### config.mk
export PLATFORM = sky130hd
export DESIGN_NAME = qspi_regport
export DESIGN_NICKNAME = d
export VERILOG_FILES = /design/src/rtl/qspi_regport_pkg.sv /design/src/rtl/qspi_byte_fifo.sv /design/src/rtl/qspi_ctrl_regs.sv /design/src/rtl/qspi_regport.sv
export SDC_FILE = /design/constraint.sdc
export NUM_CORES = 1
export LEC_CHECK = 0
export BUFFER_PORTS_ARGS = -buffer_cell sky130_fd_sc_hd__buf_2
export CORE_UTILIZATION = 36
export DETAILED_ROUTE_END_ITERATION = 8
export HOLD_SLACK_MARGIN = 0.12
export PLACE_DENSITY = 0.53
export RECOVER_POWER = 25
export SYNTH_ARGS = -nofsm -noshare
export SYNTH_HDL_FRONTEND = slang
export SYNTH_HIERARCHICAL = 1
export SYNTH_SLANG_ARGS = --single-unit
### constraint.sdc
create_clock -name clk -period 3.22 [get_ports clk]
set_input_delay 0.161 -clock clk [delete_from_list [all_inputs] [get_ports clk]]
set_output_delay 0.161 -clock clk [all_outputs]
set_load 0.05 [all_outputs]
### src/rtl/qspi_regport_pkg.sv
package qspi_regport_pkg;

  localparam logic [7:0] OFS_CTRL   = 8'h00;
  localparam logic [7:0] OFS_FRAMES = 8'h04;
  localparam logic [7:0] OFS_IEN    = 8'h0C;
  localparam logic [7:0] OFS_STAT   = 8'h10;
  localparam logic [7:0] OFS_RXB    = 8'h40;
  localparam logic [7:0] OFS_TXB    = 8'h44;
  localparam logic [7:0] OFS_RXW    = 8'h48;
  localparam logic [7:0] OFS_TXW    = 8'h4C;
  localparam logic [7:0] OFS_FUP    = 8'h50;

  typedef struct packed {
    logic [3:0] div;
    logic       x4;
    logic [1:0] mode;
    logic       quad;
    logic       clk_idle;
    logic       master;
    logic       enable;
  } ctrl_t;

  function automatic ctrl_t ctrl_from_word(input logic [31:0] w);
    ctrl_t c;
    c.div      = w[27:24];
    c.x4       = w[16];
    c.mode     = w[15:14];
    c.quad     = w[13];
    c.clk_idle = w[10];
    c.master   = w[1];
    c.enable   = w[0];
    return c;
  endfunction

  function automatic logic [31:0] ctrl_to_word(input ctrl_t c);
    logic [31:0] w;
    w        = '0;
    w[27:24] = c.div;
    w[16]    = c.x4;
    w[15:14] = c.mode;
    w[13]    = c.quad;
    w[10]    = c.clk_idle;
    w[1]     = c.master;
    w[0]     = c.enable;
    return w;
  endfunction

  // sticky event bits: a new event wins over a clear in the same cycle
  function automatic logic [2:0] sticky_next(input logic [2:0] cur,
                                             input logic [2:0] set,
                                             input logic [2:0] clr);
    return set | (cur & ~clr);
  endfunction

  function automatic logic [31:0] status_word(input logic [2:0] sticky,
                                              input logic tx_avail,
                                              input logic rx_empty,
                                              input logic tx_full,
                                              input logic ready,
                                              input logic x4);
    logic [31:0] w;
    w      = '0;
    w[2:0] = sticky;
    w[3]   = tx_avail;
    w[4]   = rx_empty;
    w[5]   = tx_full;
    w[7]   = ready;
    w[8]   = x4;
    return w;
  endfunction

  function automatic logic irq_of(input logic [5:0] st, input logic [5:0] en);
    return |(st & en);
  endfunction

endpackage

### src/rtl/qspi_byte_fifo.sv
module qspi_byte_fifo #(
  parameter int DEPTH    = 16,
  parameter int WR_LANES = 4,
  parameter int RD_LANES = 1,
  localparam int AW  = $clog2(DEPTH),
  localparam int CW  = $clog2(DEPTH + 1),
  localparam int NWW = $clog2(WR_LANES + 1),
  localparam int NWR = $clog2(RD_LANES + 1)
) (
  input  logic                  clk,
  input  logic                  rst_n,
  input  logic                  flush,
  input  logic [NWW-1:0]        push_n,
  input  logic [8*WR_LANES-1:0] push_data,
  input  logic [NWR-1:0]        pop_n,
  output logic [8*RD_LANES-1:0] peek,
  output logic [CW-1:0]         count
);

  logic [7:0]    mem [DEPTH];
  logic [AW-1:0] wr_ptr, rd_ptr;

  always_ff @(posedge clk or negedge rst_n) begin
    if (!rst_n) begin
      wr_ptr <= '0;
      rd_ptr <= '0;
      count  <= '0;
    end else if (flush) begin
      wr_ptr <= '0;
      rd_ptr <= '0;
      count  <= '0;
    end else begin
      wr_ptr <= wr_ptr + AW'(push_n);
      rd_ptr <= rd_ptr + AW'(pop_n);
      count  <= count + CW'(push_n) - CW'(pop_n);
    end
  end

  always_ff @(posedge clk) begin
    for (int i = 0; i < WR_LANES; i++) begin
      if (!flush && i < int'(push_n))
        mem[AW'(wr_ptr + AW'(i))] <= push_data[8*i +: 8];
    end
  end

  for (genvar g = 0; g < RD_LANES; g++) begin : g_peek
    assign peek[8*g +: 8] = mem[AW'(rd_ptr + AW'(g))];
  end

endmodule

### src/rtl/qspi_ctrl_regs.sv
module qspi_ctrl_regs
  import qspi_regport_pkg::*;
(
  input  logic        clk,
  input  logic        rst_n,
  input  logic        wr_en,
  input  logic [7:0]  addr,
  input  logic [31:0] wdata,
  input  logic [2:0]  ev_set,
  input  logic        seq_ready,
  output ctrl_t       ctrl,
  output logic [31:0] frames,
  output logic [15:0] fup,
  output logic [5:0]  ien,
  output logic [2:0]  sticky,
  output logic        frm_start,
  output logic        frm_abort
);

  logic       wr_ctrl, wr_frames, wr_stat;
  logic [2:0] clr;

  assign wr_ctrl   = wr_en && addr == OFS_CTRL;
  assign wr_frames = wr_en && addr == OFS_FRAMES;
  assign wr_stat   = wr_en && addr == OFS_STAT;
  assign clr       = wr_stat ? wdata[2:0] : 3'b000;

  always_ff @(posedge clk or negedge rst_n) begin
    if (!rst_n) begin
      ctrl      <= '0;
      frames    <= '0;
      fup       <= '0;
      ien       <= '0;
      sticky    <= '0;
      frm_start <= 1'b0;
      frm_abort <= 1'b0;
    end else begin
      if (wr_ctrl) ctrl <= ctrl_from_word(wdata);
      if (wr_frames) frames <= wdata;
      if (wr_en && addr == OFS_FUP) fup <= wdata[31:16];
      if (wr_en && addr == OFS_IEN) ien <= wdata[5:0];
      sticky    <= sticky_next(sticky, ev_set, clr);
      frm_start <= wr_frames && seq_ready && ctrl.enable;
      frm_abort <= wr_ctrl && ctrl.enable && !wdata[0];
    end
  end

endmodule

### src/rtl/qspi_regport.sv
module qspi_regport
  import qspi_regport_pkg::*;
#(
  parameter int DEPTH = 16,
  localparam int CW = $clog2(DEPTH + 1)
) (
  input  logic        clk,
  input  logic        rst_n,
  input  logic [7:0]  bus_addr,
  input  logic        bus_wr,
  input  logic        bus_rd,
  input  logic [31:0] bus_wdata,
  output logic [31:0] bus_rdata,
  output logic        bus_wait,
  output logic        irq,
  output logic        cfg_enable,
  output logic        cfg_master,
  output logic        cfg_clk_idle,
  output logic        cfg_quad,
  output logic [1:0]  cfg_lane_mode,
  output logic [3:0]  cfg_clk_div,
  output logic [31:0] frm_total,
  output logic [8:0]  frm_cmd_bytes,
  output logic        frm_multi,
  output logic [3:0]  frm_idle,
  output logic [1:0]  frm_flags,
  output logic        frm_start,
  output logic        frm_abort,
  output logic [7:0]  tx_byte,
  output logic        tx_valid,
  input  logic        tx_take,
  input  logic [7:0]  rx_byte,
  input  logic        rx_push,
  output logic        rx_ready,
  input  logic        seq_ready,
  input  logic        ev_tx_done,
  input  logic        ev_rx_done,
  input  logic        ev_rx_avail
);

  localparam int LANES = 4;
  localparam logic [CW-1:0] FULL_CNT = CW'(DEPTH);
  localparam logic [CW-1:0] WORD_CNT = CW'(LANES);

  ctrl_t       ctrl;
  logic [31:0] frames;
  logic [15:0] fup;
  logic [5:0]  ien;
  logic [2:0]  sticky;
  logic [CW-1:0] tx_cnt, rx_cnt;
  logic [31:0] rx_peek;
  logic [31:0] status;

  // named bus events, also observed by the checker
  logic wait_tx_word, wait_tx_byte, wait_rx_word, wait_rx_byte;
  logic wr_ok, rd_ok;
  logic [2:0] tx_in_n, rx_out_n;
  logic       tx_out_n, rx_in_n;

  assign wait_tx_word = bus_wr && bus_addr == OFS_TXW && (FULL_CNT - tx_cnt) < WORD_CNT;
  assign wait_tx_byte = bus_wr && bus_addr == OFS_TXB && tx_cnt == FULL_CNT;
  assign wait_rx_word = bus_rd && bus_addr == OFS_RXW && rx_cnt < WORD_CNT;
  assign wait_rx_byte = bus_rd && bus_addr == OFS_RXB && rx_cnt == '0;
  assign bus_wait = wait_tx_word | wait_tx_byte | wait_rx_word | wait_rx_byte;

  assign wr_ok = bus_wr && !bus_wait;
  assign rd_ok = bus_rd && !bus_wait;

  assign tx_in_n  = !wr_ok ? 3'd0 : bus_addr == OFS_TXW ? 3'd4 :
                    bus_addr == OFS_TXB ? 3'd1 : 3'd0;
  assign rx_out_n = !rd_ok ? 3'd0 : bus_addr == OFS_RXW ? 3'd4 :
                    bus_addr == OFS_RXB ? 3'd1 : 3'd0;
  assign tx_valid = tx_cnt != '0;
  assign tx_out_n = tx_take && tx_valid;
  assign rx_ready = rx_cnt != FULL_CNT;
  assign rx_in_n  = rx_push && rx_ready;

  qspi_ctrl_regs u_regs (
    .clk       (clk),
    .rst_n     (rst_n),
    .wr_en     (wr_ok),
    .addr      (bus_addr),
    .wdata     (bus_wdata),
    .ev_set    ({ev_rx_avail, ev_rx_done, ev_tx_done}),
    .seq_ready (seq_ready),
    .ctrl      (ctrl),
    .frames    (frames),
    .fup       (fup),
    .ien       (ien),
    .sticky    (sticky),
    .frm_start (frm_start),
    .frm_abort (frm_abort)
  );

  qspi_byte_fifo #(.DEPTH(DEPTH), .WR_LANES(LANES), .RD_LANES(1)) u_tx_fifo (
    .clk       (clk),
    .rst_n     (rst_n),
    .flush     (!ctrl.enable),
    .push_n    (tx_in_n),
    .push_data (bus_wdata),
    .pop_n     (tx_out_n),
    .peek      (tx_byte),
    .count     (tx_cnt)
  );

  qspi_byte_fifo #(.DEPTH(DEPTH), .WR_LANES(1), .RD_LANES(LANES)) u_rx_fifo (
    .clk       (clk),
    .rst_n     (rst_n),
    .flush     (!ctrl.enable),
    .push_n    (rx_in_n),
    .push_data (rx_byte),
    .pop_n     (rx_out_n),
    .peek      (rx_peek),
    .count     (rx_cnt)
  );

  assign status = status_word(sticky, tx_cnt != FULL_CNT, rx_cnt == '0,
                              tx_cnt == FULL_CNT, seq_ready, ctrl.x4);
  assign irq = irq_of(status[5:0], ien);

  always_comb begin
    case (bus_addr)
      OFS_CTRL:   bus_rdata = ctrl_to_word(ctrl);
      OFS_FRAMES: bus_rdata = frames;
      OFS_IEN:    bus_rdata = {26'b0, ien};
      OFS_STAT:   bus_rdata = status;
      OFS_RXB:    bus_rdata = {24'b0, rx_peek[7:0]};
      OFS_RXW:    bus_rdata = rx_peek;
      OFS_FUP:    bus_rdata = {fup, 16'b0};
      default:    bus_rdata = '0;
    endcase
  end

  assign cfg_enable    = ctrl.enable;
  assign cfg_master    = ctrl.master;
  assign cfg_clk_idle  = ctrl.clk_idle;
  assign cfg_quad      = ctrl.quad;
  assign cfg_lane_mode = ctrl.mode;
  assign cfg_clk_div   = ctrl.div;
  assign frm_total     = {fup, frames[15:0]};
  assign frm_cmd_bytes = frames[24:16];
  assign frm_multi     = frames[25];
  assign frm_idle      = frames[29:26];
  assign frm_flags     = frames[31:30];

endmodule

* Yosys cells after proc, flatten, opt, wreduce, memory -nomap -nowiden
Memory sizes are Yosys's and may differ from the RTL's.
Index checks and enable logic that the tools add are counted.
** Word-level totals
- Bits in read-only memories :: 0
- Memory bits (writable) :: 256
- Word-level logic and storage cells :: 117
- Bits of input ports :: 58
- Flip-flop bits (word level) :: 96
- Output and inout bits :: 104
- Memories kept :: 2
- Latch bits :: 0
** Operators by class
- Add/subtract/negate cells :: 15
- Bitwise gates (word level) :: 7
- $mul :: 0
- Divide/modulo/power cells :: 0
- Shift operators :: 0
- Multiplexer cells :: 24
- Equality and inequality tests :: 11
- Reduce and logical (&&, ||, !) cells :: 32
- Order comparisons :: 7
** Memories
- u_rx_fifo.mem :: depth 16, bits a word 8, read ports 4, clocked after Yosys merged registers in 0, wr ports 1, line qspi_byte_fifo.sv:20 : logic [7:0] mem [DEPTH];
- u_tx_fifo.mem :: depth 16, bits a word 8, read ports 1, clocked after Yosys merged registers in 0, wr ports 4, line qspi_byte_fifo.sv:20
** Operators with widths (count)
- $pmux 32 s7 :: 1
- $eq 8x7->1 const B :: 5
- $logic_and 1x1->1 :: 26
- $add 4x2->4 const B :: 4
- $mux 4 :: 4
- $mux 3 :: 5
- $mux 1 :: 12
- $lt 5x3->1 const B :: 2
- $mux 5 :: 2
- $ne 5x5->1 const B :: 2
- $add 4x1->4 :: 2
- $add 4x1->4 const B :: 2
- $add 4x3->4 :: 2
- $eq 8x3->1 const B :: 1
- $eq 8x4->1 const B :: 1
- $eq 8x5->1 const B :: 1
- $logic_not 8->1 :: 1
- $and 6x6->6 :: 1
- $lt 1x3->1 const A :: 2
- $lt 2x3->1 const A :: 2
- $reduce_or 6->1 :: 1
- $add 5x1->5 :: 1
- $add 5x3->5 :: 1
- $eq 5x5->1 const B :: 1
- 11 further kinds :: 14

* Depth between registers and ports, before layout
Gate-level depths: netlist (run 1).
- Word-level depth :: 13
- Depth in mapped cells :: 14
- Depth with buffers taken out :: 14

* Cells and area by module
The synthesis (run 1) kept the hierarchy.
** Modules (own cells, without submodules)
- qspi_byte_fifo at u_tx_fifo :: instances 1, area each 10951.8 µm², seq. area each 4169.0 µm², cells each 1050
- qspi_byte_fifo at u_rx_fifo :: instances 1, area each 8881.0 µm², seq. area each 4169.0 µm², cells each 558
- qspi_ctrl_regs :: instances 1, area each 2852.7 µm², seq. area each 1751.7 µm², cells each 158
- qspi_regport :: instances 1, area each 1018.5 µm², seq. area each 0.0 µm², cells each 141

* Worst setup path after synthesis (run 1)
Ideal clock, no wire load.
- Path type :: flip-flop to flip-flop
- Start :: register u_tx_fifo.count[3]
- End :: memory u_tx_fifo.mem[6][0] (enable)
- Slack :: -206 ps
- Buffers on the path :: 1
- Period minus slack after synthesis :: 3426 ps
- Data required time :: 2836 ps
- Stages on the path, launching flop included :: 11
- Library setup time :: 384 ps
- Arrival time :: 3042 ps
- Cells stage by stage :: dfrtp_1 nor4_1 ha_1 o21a_1 nor2_1 nor2b_2 nand3_1 nor4_4 buf_4 nor2_1 o21ai_0
** RTL lines
- start, declared :: line qspi_byte_fifo.sv:17 : output logic [CW-1:0] count
- start signal, assigned :: line qspi_byte_fifo.sv:35 : count <= count + CW'(push_n) - CW'(pop_n);
- end, declared :: line qspi_byte_fifo.sv:20

* Worst setup path after layout (run 1)
- Start :: register u_rx_fifo.rd_ptr[0]
- End :: output bus_rdata[31]
** On the way
- Word-level cells in the longest chain between the ends :: 3
** RTL lines
- start, declared :: line qspi_byte_fifo.sv:21 : logic [AW-1:0] wr_ptr, rd_ptr;
- start signal, assigned :: line qspi_byte_fifo.sv:34 : rd_ptr <= rd_ptr + AW'(pop_n);
- $add 4x2->4 :: line qspi_byte_fifo.sv:47 : assign peek[8*g +: 8] = mem[AW'(rd_ptr + AW'(g))];
- $mem_v2 16x8
- via rx_peek[31] :: line qspi_regport.sv:51 : logic [31:0] rx_peek;
- $pmux 32 s7 :: line qspi_regport.sv:122 : case (bus_addr)
- end, declared :: line qspi_regport.sv:13 : output logic [31:0] bus_rdata,
The timed path passes the listed nets, and every way through them passes these cells.

==> results of run 1 <==
-- cells by family after synthesis --
| logic type | Yosys count | synth area share |
|---|---|---|
| and+or+nand+nor | 451 | 0.107 |
| DFF | 352 | 0.426 |
| xor gates and xnor gates | 22 | 0.0110 |
| AOI/OAI and AO/OA | 415 | 0.130 |
| adders and majority gates | 36 | 0.0203 |
| buffers and inverters | 236 | 0.0509 |
| muxes | 394 | 0.255 |
| other | 1 | 0.000158 |
-- timing repair --
action,in CTS,in global routing
cloned,9,7
setup buffers,31,8
hold buffers,17,0
setup endpoints to repair,30,157
gates resized for setup,103,107
pin swaps,24,40
hold endpoints to repair,185,0
-- registers in the layout (all words and copies together) (netlist names), 3 cells and up --
signal,count
u_regs/sticky,3
u_regs/ien,6
u_tx_fifo/count,5
u_tx_fifo/mem,128
u_tx_fifo/rd_ptr,4
u_regs/frames,32
u_rx_fifo/wr_ptr,4
u_regs/fup,16
u_rx_fifo/count,5
u_regs/ctrl,11
u_rx_fifo/rd_ptr,4
u_rx_fifo/mem,128
u_tx_fifo/wr_ptr,4
-- final cells by class --
class | instances | area [µm²]
clock buffers | 60 | 1170
flip-flops and latches | 352 | 10100
fillers | 5881 | 35900
multi-input cells | 1327 | 12900
clock inverters | 13 | 130
repair buffers | 386 | 3330
inverters | 49 | 191
well taps | 855 | 1070
diodes | 1 | 2.50
-- synth_stat cells, types with 10 or more instances --
library cell / count / area (µm²)
a211oi_1: 42 / 315
edfxtp_1: 256 / 7690
dfrtp_1: 96 / 2400
mux2i_1: 140 / 1400
o31ai_1: 44 / 330
a21oi_1: 11 / 55.1
nor2b_1: 20 / 125
a22oi_1: 26 / 195
buf_1: 26 / 97.6
buf_2: 48 / 240
buf_4: 28 / 210
o21ai_0: 48 / 240
buf_6: 16 / 180
a221oi_1: 42 / 368
nor2_1: 123 / 462
nor3_1: 12 / 60.1
mux4_2: 144 / 3240
and2_1: 14 / 87.6
a21o_1: 52 / 390
o22ai_1: 65 / 407
mux2_4: 40 / 601
a311o_1: 15 / 150
a222oi_1: 18 / 180
clkbuf_1: 65 / 244
a221o_1: 10 / 100
mux2_2: 69 / 777
nor4_4: 10 / 213
nand3_1: 29 / 145
nand2_1: 149 / 559
inv_1: 45 / 169
ha_1: 32 / 400
-- layout by cell type (no fill, tap or decap), types with 42 or more instances in the layout --
| master | synthesis | layout |
|---|---|---|
| buf_2 | 48 | 125 |
| a21o_1 | 52 | 52 |
| mux4_2 | 144 | 145 |
| buf_4 | 28 | 155 |
| edfxtp_1 | 256 | 256 |
| a211oi_1 | 42 | 42 |
| mux2_2 | 69 | 69 |
| nand2_1 | 149 | 137 |
| clkbuf_16 | 0 | 48 |
| nor2_1 | 123 | 119 |
| dfrtp_1 | 96 | 92 |
| o22ai_1 | 65 | 65 |
| o31ai_1 | 44 | 43 |
| mux2i_1 | 140 | 123 |
| o21ai_0 | 48 | 46 |
-- worst paths after layout --
check | start | end | slack (ns) | cells after the start
max | u_rx_fifo/rd_ptr[0] | bus_rdata[31] | -0.04 | 11
min | bus_wdata[30] | u_tx_fifo/mem[3][6] | 0.21 | 3
max reg2reg | u_tx_fifo/wr_ptr[3] | u_tx_fifo/mem[14][6] | 0.04 | 6
min reg2reg | u_regs/fup[3] | u_regs/fup[3] | 0.53 | 1
max in group asynchronous | rst_n | u_regs/frames[9] | 0.81 | 3
min in group asynchronous | rst_n | u_rx_fifo/count[3] | 0.45 | 2
-- routing by layer --
| metal | routed length, µm | up-vias | global-route usage |
|---|---|---|---|
| met5 | 52 | - | 0 |
| met4 | 3650 | 8 | 0.107 |
| met3 | 8960 | 218 | 0.0526 |
| met2 | 42200 | 1221 | 0.419 |
| met1 | 38000 | 9947 | 0.370 |
| li1 | - | 8039 | - |
-- worst max-delay path: stages (launching register included) --
cell and delay (ns):
dfrtp_4 0.57, inv_4 0.10, ha_4 0.15, xnor2_4 0.13
buf_12 0.16, buf_6 0.14, mux4_2 0.34, mux2i_2 0.20
mux2i_2 0.14, a222oi_1 0.32, inv_1 0.09, buf_6 0.16
-- report_power, final --
group	internal [mW]	switching (mW)	total, mW	leakage [nW]
combinational	0.373	0.716	1.09	6.91
clock	2.69	1.95	4.64	0.629
sequential	4.92	0.0507	4.97	3.61
==> flow_metrics.tcl, run 1 <==
set metrics [dict create \
    wl_per_cell_um 30.5 \
    cts_root_buf "clkbuf_16" \
    wl_um 92800 \
    placed_area_um2 25900 \
    drt_pass1_iterations 9 \
    setup_viol 8 \
    synth_ff_type "edfxtp_1" \
    start_kind "flop" \
    ys_types 92 \
    rows 93 \
    drv_slew 0 \
    numCtsBuffers 42 \
    worst_setup_path_end_kind "primary output" \
    cts_tree "yes" \
    cts_max_path_buffers 3 \
    avgViaCountPerCell 6.39 \
    period_share 1.01 \
    worst_ep_arrival_time_ns 3.10 \
    die_h_um 259 \
    port_buffers 161 \
    ys_seq_area_frac 0.426 \
    gp_congestion 0.916 \
    max-slew-margin-rel 0.0932 \
    clk_latency_ns 0.58 \
    vias 19400 \
    initial_core_util 0.366 \
    worstPathMaxFanout 8 \
    grt_max_degree 53 \
    clock_skew_ns 0.0228 \
    ctsHtreeMaxLevel 2 \
    tns_ns -0.194 \
    fmax_mhz 306 \
    hold_viol 0 \
    crit_type "reg2out" \
    drc 1 \
    fin_nets 2252 \
    fin_ws_ns -0.0428 \
    dp_hpwl_um 61800 \
    power.leakage_nw 11.1 \
    placed_cells 2898 \
    ios 162 \
    cp.required_ns 3.06 \
    rsz0062_at_grt "true" \
    min_period_ns 3.26 \
    postSynthCellCount 1907 \
    hold_ws_ns 0.212 \
    drv_cap 0 \
    postLayoutCoreUtil 0.446 \
    grt.overflow.total 0 \
    die_area_um2 66900 \
    synth_area_um2 23700 \
    core-area_um2 64800 \
    gr-usage-all-layers 0.270 \
    clk_pin_slew_ns 0.06 \
    grt_first_pass_wirelength_um 132000 \
    die_w_um 259 \
    area_growth_pct 21.9 \
    synth_warnings 6 \
    drive_gt1_frac 0.379 \
    totalPowerFinal_mw 10.7 \
    worstMarginPinSlew_ns 1.36 \
    clock-sinks 352 \
    ys_ff_latch 352 \
    max-vdd-ir-drop_mv 0.380 \
    fin_cells 3043 \
    pwr_density_cell_nw_per_um2 370 \
    drtIter0Drc 2622 \
    grt_pass1_vias 18800 \
    antenna_found_initial 7 \
    status "finished with violations" \
    violations "DRC, setup timing" \
    postSynth.asyncResetShare 0.273 \
    hold_path_class "in2reg" \
    syn_area_per_cell_um2 12.4 \
    design_area_um2 28900 \
    dp_slack_ns 0.0302 \
    postRouteAntennaNets 0 \
    synth_edf_count 256 \
]
(Power assumes the default switching activity.)
==> run 2: changes to the inputs <==
- PLACE_DENSITY: 0.53 -> 0.51
- clock period: 3.22 -> 3.8 ns (I/O delays scaled with it)
==> flow_metrics.tcl, run 2 (same netlist as run 1, synthesis figures left out) <==
set metrics [dict create \
    fmax_mhz 271 \
    hold_viol 0 \
    port_buffers 161 \
    grt.overflow.total 0 \
    power.leakage_nw 10.5 \
    wl_per_cell_um 30.1 \
    fin_ws_ns 0.108 \
    layout_common_cells "edfxtp_1 (256), nand2_1 (149), mux4_2 (144)" \
    gp_congestion 0.934 \
    drt_pass1_iterations 9 \
    fin_nets 2149 \
    max-vdd-ir-drop_mv 0.329 \
    max-slew-margin-rel -0.269 \
    dp_hpwl_um 61300 \
    period_share 0.971 \
    hold_path_class "in2reg" \
    min_period_ns 3.69 \
    initial_core_util 0.366 \
    dp_slack_ns 0.126 \
    worstMarginPinSlew_ns 1.90 \
    drive_gt1_frac 0.307 \
    setup_viol 0 \
    ios 162 \
    gr-usage-all-layers 0.262 \
    multi_input_area_um2 12500 \
    clock_skew_ns 0.0114 \
    fillers 6059 \
    rows 93 \
    grt_pass1_vias 17900 \
    cp.required_ns 4.11 \
    vias 18400 \
    start_kind "flop" \
    crit_type "reg2reg" \
    postRouteAntennaNets 0 \
    antenna_found_initial 4 \
    drv_slew 66 \
    violations "capacitance limit, slew limit" \
    cts_max_path_buffers 3 \
    worstPathMaxFanout 8 \
    ctsHtreeMaxLevel 2 \
    clk_latency_ns 0.58 \
    die_area_um2 66900 \
    core-area_um2 64800 \
    area_growth_pct 14.5 \
    cts_tree "yes" \
    reg_top3 "u_rx_fifo/mem x128, u_tx_fifo/mem x128, u_regs/frames x32" \
    drv_cap 1 \
    drtIter0Drc 2109 \
    drc 0 \
    die_w_um 259 \
    grt_first_pass_wirelength_um 127000 \
    avgViaCountPerCell 6.24 \
    worst_ep_arrival_time_ns 4.00 \
    cts_root_buf "clkbuf_16" \
    tns_ns 0 \
    layout_commonest_cell "edfxtp_1" \
    die_h_um 259 \
    wl_um 88800 \
    numCtsBuffers 44 \
    status "finished with violations" \
    pwr_density_cell_nw_per_um2 350 \
    clk_pin_slew_ns 0.06 \
    seqCellArea_um2 10100 \
    clock-sinks 352 \
    grt_max_degree 80 \
    worst_setup_path_end_kind "flop" \
]
==> run 2: critical path, stage by stage, from the launching register on <==
cell and delay, ns:
dfrtp_1 0.42, nor4_2 0.43, ha_1 0.31, o21a_1 0.13
nor2_1 0.24, buf_4 0.20, a21o_1 0.12, nand4b_1 0.48
or3_1 0.74, mux2i_1 0.23, o21ai_0 0.11
==> run 2: layout make-up <==
| type | count | share of cell area |
|---|---|---|
| diodes | 3 | 0.000277 |
| clock buffers | 60 | 0.0466 |
| clock inverters | 21 | 0.00918 |
| inverters | 49 | 0.00678 |
| multi-input cells | 1327 | 0.460 |
| flip-flops and latches | 352 | 0.372 |
| well taps | 855 | 0.0394 |
| repair buffers | 281 | 0.0651 |
==> run 2: per-layer routing <==
metal | GRT usage | vias to the layer above | part of all wire
met1 | 0.350 | 9304 | 0.40
met3 | 0.0536 | 196 | 0.097
li1 | - | 7841 | -
met2 | 0.414 | 1048 | 0.46
met5 | 0 | - | 0
met4 | 0.108 | 0 | 0.041
==> run 2: power by group <==
group	total, mW	switching, mW	internal [mW]
logic	0.866	0.591	0.275
clock network	4.41	1.73	2.68
registers	4.22	0.0449	4.17
==> run 2: worst paths after layout <==
check	cells after the start	slack (ns)	endpoint	startpoint
max	10	0.11	u_tx_fifo/mem[13][4]	u_tx_fifo/count[3]
min	4	0.15	u_regs/sticky[0]	bus_addr[5]
max reg2reg	10	0.11	u_tx_fifo/mem[13][4]	u_tx_fifo/count[3]
min reg2reg	1	0.54	u_regs/ctrl[2]	u_regs/ctrl[2]
max in group asynchronous	2	1.76	u_rx_fifo/rd_ptr[0]	rst_n
min in group asynchronous	2	0.66	u_regs/ien[1]	rst_n
==> run 2: repair_timing <==
item | in CTS | in global routing
hold endpoints to repair | 198 | 0
hold buffers | 14 | 0
buffers inserted | 5 | 10
pin swaps | 2 | 2
resized for setup | 2 | 8
endpoints found under the setup margin | 10 | 84
==> run 2: per-stage QoR <==
step                total power, mW  area [µm²]  hold WS, ns  instances  utilization
CTS                            9.55       27000        0.126       2935        0.417
finish                         9.49       27100        0.150       2948        0.419
detailed placement             5.13       25300        0.380       2835        0.391
global route                   9.74       27100        0.174       2945        0.418
floorplan                      4.79       23700       -0.106       1915            -
global placement               5.12       25300        0.373       2835        0.391
